**src/rtl/dword_port.sv**
```systemverilog
module dword_port #(
  parameter int DW        = 32,
  parameter int PW        = 8,
  parameter int PULSE_CYC = 4
) (
  input  logic          clk,
  input  logic          rst_n,
  input  logic          cmd_valid,
  output logic          cmd_ready,
  input  logic [7:0]    cmd_op,
  input  logic [PW-1:0] cmd_imm,
  input  logic [DW-1:0] cmd_wdata,
  output logic          done,
  output logic [DW-1:0] rd_data,
  output logic [DW-1:0] dout,
  input  logic [DW-1:0] din,
  output logic [PW-1:0] tpulse
);
  localparam logic [7:0] OP_WR = 8'hB4;
  localparam logic [7:0] OP_RD = 8'hB5;
  localparam int CW = $clog2(PULSE_CYC + 1);

  typedef enum logic [1:0] {S_IDLE, S_SETUP, S_PULSE, S_FIN} st_t;

  st_t           st;
  logic [CW-1:0] cnt;
  logic [PW-1:0] imm_q;
  logic          is_rd;
  logic [DW-1:0] sync1, sync2;

  wire take  = cmd_valid && cmd_ready;
  wire go_wr = take && cmd_op == OP_WR;
  wire go_rd = take && cmd_op == OP_RD;

  assign cmd_ready = st == S_IDLE;
  assign done      = st == S_FIN;
  assign tpulse    = (st == S_PULSE) ? imm_q : '0;

  always_ff @(posedge clk) begin
    sync1 <= din;
    sync2 <= sync1;
  end

  always_ff @(posedge clk) begin
    if (!rst_n) begin
      st      <= S_IDLE;
      cnt     <= '0;
      imm_q   <= '0;
      is_rd   <= 1'b0;
      dout    <= '0;
      rd_data <= '0;
    end else begin
      case (st)
        S_IDLE: if (go_wr || go_rd) begin
          st    <= S_SETUP;
          imm_q <= cmd_imm;
          is_rd <= go_rd;
          if (go_wr) dout <= cmd_wdata;
        end
        S_SETUP: begin
          st  <= S_PULSE;
          cnt <= CW'(PULSE_CYC - 1);
        end
        S_PULSE: if (cnt == '0) begin
          st <= S_FIN;
          if (is_rd) rd_data <= sync2;
        end else begin
          cnt <= cnt - 1'b1;
        end
        default: st <= S_IDLE;
      endcase
    end
  end

  p_dout_load_r2: assert property (@(posedge clk) disable iff (!rst_n)
    go_wr |=> dout == $past(cmd_wdata));
  p_dout_hold_r2: assert property (@(posedge clk) disable iff (!rst_n)
    !go_wr |=> $stable(dout));
  p_rd_only_at_end_r3: assert property (@(posedge clk) disable iff (!rst_n)
    !$stable(rd_data) |-> done);
  p_pulse_while_busy_r4: assert property (@(posedge clk) disable iff (!rst_n)
    (|tpulse) |-> (!cmd_ready && !done));
  p_done_single_r5: assert property (@(posedge clk) disable iff (!rst_n)
    done |=> !done);
  p_ready_after_done_r6: assert property (@(posedge clk) disable iff (!rst_n)
    done |=> cmd_ready);
  p_busy_after_take_r6: assert property (@(posedge clk) disable iff (!rst_n)
    (go_wr || go_rd) |=> !cmd_ready);
  p_other_op_r8: assert property (@(posedge clk) disable iff (!rst_n)
    (take && !go_wr && !go_rd) |=> (cmd_ready && !done));
endmodule

```
**config.mk**
```make
export PLATFORM = sky130hd
export DESIGN_NAME = dword_port
export DESIGN_NICKNAME = d
export VERILOG_FILES = /design/src/rtl/dword_port.sv
export SDC_FILE = /design/constraint.sdc
export NUM_CORES = 1
export LEC_CHECK = 0
export ABC_AREA = 1
export BUFFER_PORTS_ARGS = -buffer_cell sky130_fd_sc_hd__buf_2
export CAP_MARGIN = 10
export CELL_PAD_IN_SITES_DETAIL_PLACEMENT = 1
export CELL_PAD_IN_SITES_GLOBAL_PLACEMENT = 1
export CORE_ASPECT_RATIO = 0.9
export CORE_MARGIN = 4
export CORE_UTILIZATION = 32
export DETAILED_ROUTE_END_ITERATION = 6
export PLACE_DENSITY = 0.8
export SLEW_MARGIN = 20
export SYNTH_ARGS = -nofsm -noshare
export SYNTH_HDL_FRONTEND = slang
export SYNTH_SLANG_ARGS = --single-unit
```
**constraint.sdc**
```tcl
create_clock -name clk -period 1.3 [get_ports clk]
set_input_delay 0.39 -clock clk [delete_from_list [all_inputs] [get_ports clk]]
set_output_delay 0.39 -clock clk [all_outputs]
set_load 0.02 [all_outputs]
```
Word-level counts from Yosys, hierarchy flattened
Cells that the tools add are included.
- register bits: 142
- input port bits: 83
- output and inout bits: 74
- logic and storage cells: 35
- $add $sub $neg: 1
- equality and inequality tests: 8
- multiplexer cells: 6
- reduce and logical (&&, ||, !) cells: 12
- operators with widths (kind ; count):
    equality test 8 bit, second input constant ; 2
    2-to-1 mux 8 bit ; 1
    case mux 2 bit (3 select lines) ; 1
    case mux 3 bit (2 select lines) ; 1
    AND reduction 2 bit ; 3
    AND reduction 3 bit ; 2
    equality test 2 bit, second input constant ; 2
    2-to-1 mux 2 bit ; 2
    != test 2 x 1 -> 1 bit, second input constant ; 2
    logical AND 1 bit ; 3
    logical NOT 3 bit ; 1
    2-to-1 mux 3 bit ; 1
    subtractor 3 x 1 -> 3 bit, second input constant ; 1
    equality test 2 x 1 -> 1 bit, second input constant ; 1
    logical NOT 2 bit ; 1
    != test 2 bit, second input constant ; 1
    nonzero test 2 bit ; 1
    logical OR 1 bit ; 1

Depth between registers and ports, before layout
- word-level depth: 6
- depth in mapped cells: 9
- depth with buffers taken out: 9

Worst setup path after synthesis
OpenSTA, ideal clock, no wires.
- path kind: register to register
- from: register st[0]
- to: register dout[14]
- arrival: 1.468 ns
- required time: 1.181 ns
- setup slack: -0.287 ns
- stages on the path, launching flop included: 10
- path buffers: 2
- clock period less this slack: 1.587 ns
- cells stage by stage: dfxtp_1 -> inv_1 -> ha_1 -> nand2_1 -> nor2_2 -> nand3_1 -> buf_6 -> buf_6 -> o21ai_0 -> a21oi_1
- word-level cells in the longest chain between the ends: 5
- RTL lines (item ; RTL line ; text):
    start: declaration ; 25 ; st_t st;
    start signal: assignment ; 46 ; st <= S_IDLE;
    start signal: assignment ; 55 ; st <= S_SETUP;
    start signal: assignment ; 61 ; st <= S_PULSE;
    logical NOT 2 bit (*) ; 35 ; assign cmd_ready = st == S_IDLE;
    net cmd_ready ; 9 ; output logic cmd_ready,
    logical AND 1 bit ; 31 ; wire take = cmd_valid && cmd_ready;
    logical AND 1 bit (on tied branches) ; 32, 33 ;
    logical OR 1 bit ; 54 ; S_IDLE: if (go_wr || go_rd) begin
    AND reduction 3 bit (no source line) (*) ; - ;
    end signal: assignment ; 58 ; if (go_wr) dout <= cmd_wdata;
    end: declaration ; 15 ; output logic [DW-1:0] dout,
Mark *: on every way through the listed nets, which the timed path passes. The rest lies on a longest branch.
A chain may end at the register's enable or synchronous reset.

Worst setup path in the final report
- from: register st[0]
- to: register dout[19]
- word-level cells in the longest chain between the ends: 5
- RTL lines (item ; RTL line):
    logical NOT 2 bit (*) ; 35, 53
    logical AND 1 bit ; 31
    logical AND 1 bit (on tied branches) ; 32, 33
    logical OR 1 bit ; 54
    AND reduction 3 bit (no source line) (*) ; -
Mark *: on every way between the ends. The rest lies on a longest branch, timed or not.

==> results.md <==
- Dominant cell by count in the synthesized netlist: dfxtp_1
- Largest net degree at the start of global routing: 40
- Reg2reg start: st[0]
- CTS tree: built
- Status: finished, violations left
- Routed via count: 3,788
- Top FF cell, synth: dfxtp_1
- Int Pwr: 8.27 mW
- HPWL Detailed: 7530 µm
- Placer Congestion: 0.712
- TritonCTS Buffers: 17
- Worst slew pin tran: 0.396 ns
- Worst VDD drop: 1.19 mV
- Final setup violation count: 88
- Arr. time, crit path: 2.07 ns
- Hold_buf cts: 0
- Hold Path Stages: 1
- First-pass GRT wire length: 21,700 µm
- R2r setup slk: -0.47 ns
- Unrepaired setup endpoints after global routing: true
- Max clock buf depth: 2
- Seq/Total Area, Yosys: 0.662
- Placeable Area: 12,900 µm²
- Post-synth ARST share: 0
- Initial Utilization: 0.332
- Diodes inserted: 0
- I/O pins: 157
- Critical Path Fanout Max: 8
- Final Worst Setup Slack: -0.466 ns
- Die W: 130 µm
- Row cnt: 39
- RR Endpoint: dout[19]
- Max-slew violations: 0
- Clk sink count: 142
- Final std cells w/o fill: 827
- Total power divided by cell area: 1400 nW/µm²
- Final nets: 740
- Final Skew: 0.00680 ns
- Mapped Nets: 535
- Clock share of power: 0.453
- # placed instances: 756
- Vias in the first global route: 4,150
- HP Class: input pin to flop
- DIE HEIGHT: 118 µm
- Synth area leaders: dfxtp_1 66%, a21oi_1 7.9%, inv_1 7.4%, o21ai_0 7.1%, nor2_1 1.9%
- Worst Setup End Kind: flop
- Finished Core Util: 0.603
- GRT Total Usage: 0.185
- Gate power share: 0.125
- Grt ovf: 0
- Top cells by count, synth: 142 x dfxtp_1, 85 x inv_1, 68 x a21oi_1
- Hold Crit Start: din[4]
- CP Class: flop to flop
- CP required: 1.60 ns
- MaxCap Viol Count: 0
- CP Launch Type: flop
- Later-pin clock latency in the skew report: 0.41 ns
- Relative slew slack: 0.735
- Clock-pin transition on the worst setup and hold timing paths: 0.06 ns
- P&R area growth vs syn: 81.6%
- Fmax: 566 MHz
- Share of the synthesized area in the top cell type: 0.662
- Pre-antenna DRT Iters: 4
- Hold endpoint: sync1[4]
- Warning count from the yosys run: 0
- CTS H-Tree Depth: 4
- Hold Vio Cnt, Final: 0
- Syn Std Cell Area: 4290 µm²
- Final wirelength: 15,300 µm
- Seq pwr share: 0.422
- Worst r2r path cells: 11
- Synthesized flop and latch total: 142
- Vias per cell: 4.58
- IO Port Bufs: 156
- Sw Ratio: 0.242
- Final-layout fill cell count: 1,348
- Initial antenna violation count: 0
- Yosys top cell by area: dfxtp_1
- Fin crit share: 1.36
- Mapped Avg Cell Area: 9.63 µm²
- Share of cells above drive strength 1: 0.674
- Synth Instances: 446
- Die Area: 15,300 µm²
- Failing checks: negative setup slack
- CTS Root Cell: clkbuf_16
- Static Leak: 3.26 nW
- WL per Instance: 18.5 µm
- Final min period: 1.77 ns
- NetSw: 2.65 mW
- DRC Markers: 0
- Post-synthesis cell type count: 19
- ANT nets after route: 0
- Post-synth EDFFs: 0
- Starting DRT DRC Count: 121
-- metal layers --
metal / track usage / up-vias / part of all wire
li1: - / 1819 / -
met1: 0.196 / 1821 / 0.36
met2: 0.335 / 124 / 0.56
met3: 0.0644 / 24 / 0.061
met4: 0.0636 / 0 / 0.020
met5: 0 / - / 0
-- critical path, stage by stage, from the launching register on --
cell and delay [ns]:
dfxtp_2 0.33, inv_2 0.08, buf_6 0.11, ha_4 0.13, buf_6 0.10, nand2_4 0.05
nor2_4 0.15, nand3_4 0.14, buf_12 0.20, buf_16 0.15, o21ai_2 0.15, a21oi_2 0.05
-- through the flow --
step                power [mW]  hold WS, ns  setup TNS, ns  area, µm²  worst slack [ns]
floorplan                 5.12        0.310          -1.45       4330           -0.0480
global placement          5.43        0.311         -11.08       5310            -0.204
detailed placement        5.48        0.313         -15.64       5310            -0.272
CTS                       10.8       0.0469         -22.21       7250            -0.417
global route              11.4       0.0392         -37.86       7800            -0.545
finish                    10.9       0.0709         -29.68       7800            -0.466
-- what timing repair did --
action | in CTS | in global routing
resized for setup | 351 | 105
hold endpoints to repair | 0 | 0
endpoints found under the setup margin | 152 | 138
pin swaps | 12 | 11
setup buffers | 11 | 19
gates cloned | 12 | 3
-- placed cells by master (no fill, tap or decap), types with 3 or more instances in the layout --
cell / n
a21oi_1: 36
a21oi_2: 31
buf_12: 7
buf_16: 9
buf_2: 82
buf_4: 23
buf_6: 83
bufinv_16: 3
clkbuf_16: 20
clkinv_2: 3
clkinv_4: 3
dfxtp_1: 76
dfxtp_2: 65
ha_4: 4
inv_1: 75
inv_2: 10
nand2_1: 13
nand2_4: 3
nand3_4: 3
nor2_1: 9
nor2_2: 8
nor2_4: 7
o21ai_2: 51
o21ai_4: 20
-- worst max path at each step --
| stage | start | to | slack [ns] | cells past startpoint |
|---|---|---|---|---|
| final | st[0] | dout[19] | -0.47 | 11 |
| after floorplan | st[1] | dout[23] | -0.05 | 9 |
| after global routing | st[0] | dout[19] | -0.55 | 11 |
| after global placement | st[0] | tpulse[2] | -0.20 | 5 |
| after CTS | st[0] | st[1] | -0.42 | 14 |
| after detailed placement | st[0] | rd_data[0] | -0.27 | 6 |
-- registers in the layout (all words and copies together), names as in the netlist --
register and flops:
cnt 3, dout 32, imm_q 8, is_rd 1, rd_data 32, st 2, sync1 32, sync2 32
-- kinds of logic (layout without fill, tap and decap cells) --
| group | count (synthesis) | count (layout) | synth area share |
|---|---|---|---|
| simple gates | 45 | 45 | 0.0440 |
| compound gates | 144 | 144 | 0.168 |
| xor+xnor | 1 | 1 | 0.00204 |
| fa+ha+maj | 6 | 6 | 0.0175 |
| flops | 142 | 142 | 0.662 |
| buf+inv | 108 | 325 | 0.106 |
-- cell type report --
class | instances | area, µm² | share of cell area
multi-input combinational | 196 | 1730 | 0.222
clock buffer | 18 | 439 | 0.0563
timing repair buffer | 207 | 1980 | 0.254
tap | 164 | 205 | 0.0263
inverter | 86 | 335 | 0.0430
clock inverter | 13 | 164 | 0.0210
timing repair inverter | 1 | 16.3 | 0.00209
sequential | 142 | 2930 | 0.375
-- power groups by stage --
stage,clock (mW),combinational (mW),sequential [mW]
5_1_grt,5.32,1.49,4.62
2_1_floorplan,0,0.463,4.66
4_1_cts,5.04,1.17,4.59
3_5_place_dp,0,0.815,4.67
3_3_place_gp,0,0.769,4.66
6_report,4.95,1.36,4.61
(Power assumes the default switching activity.)
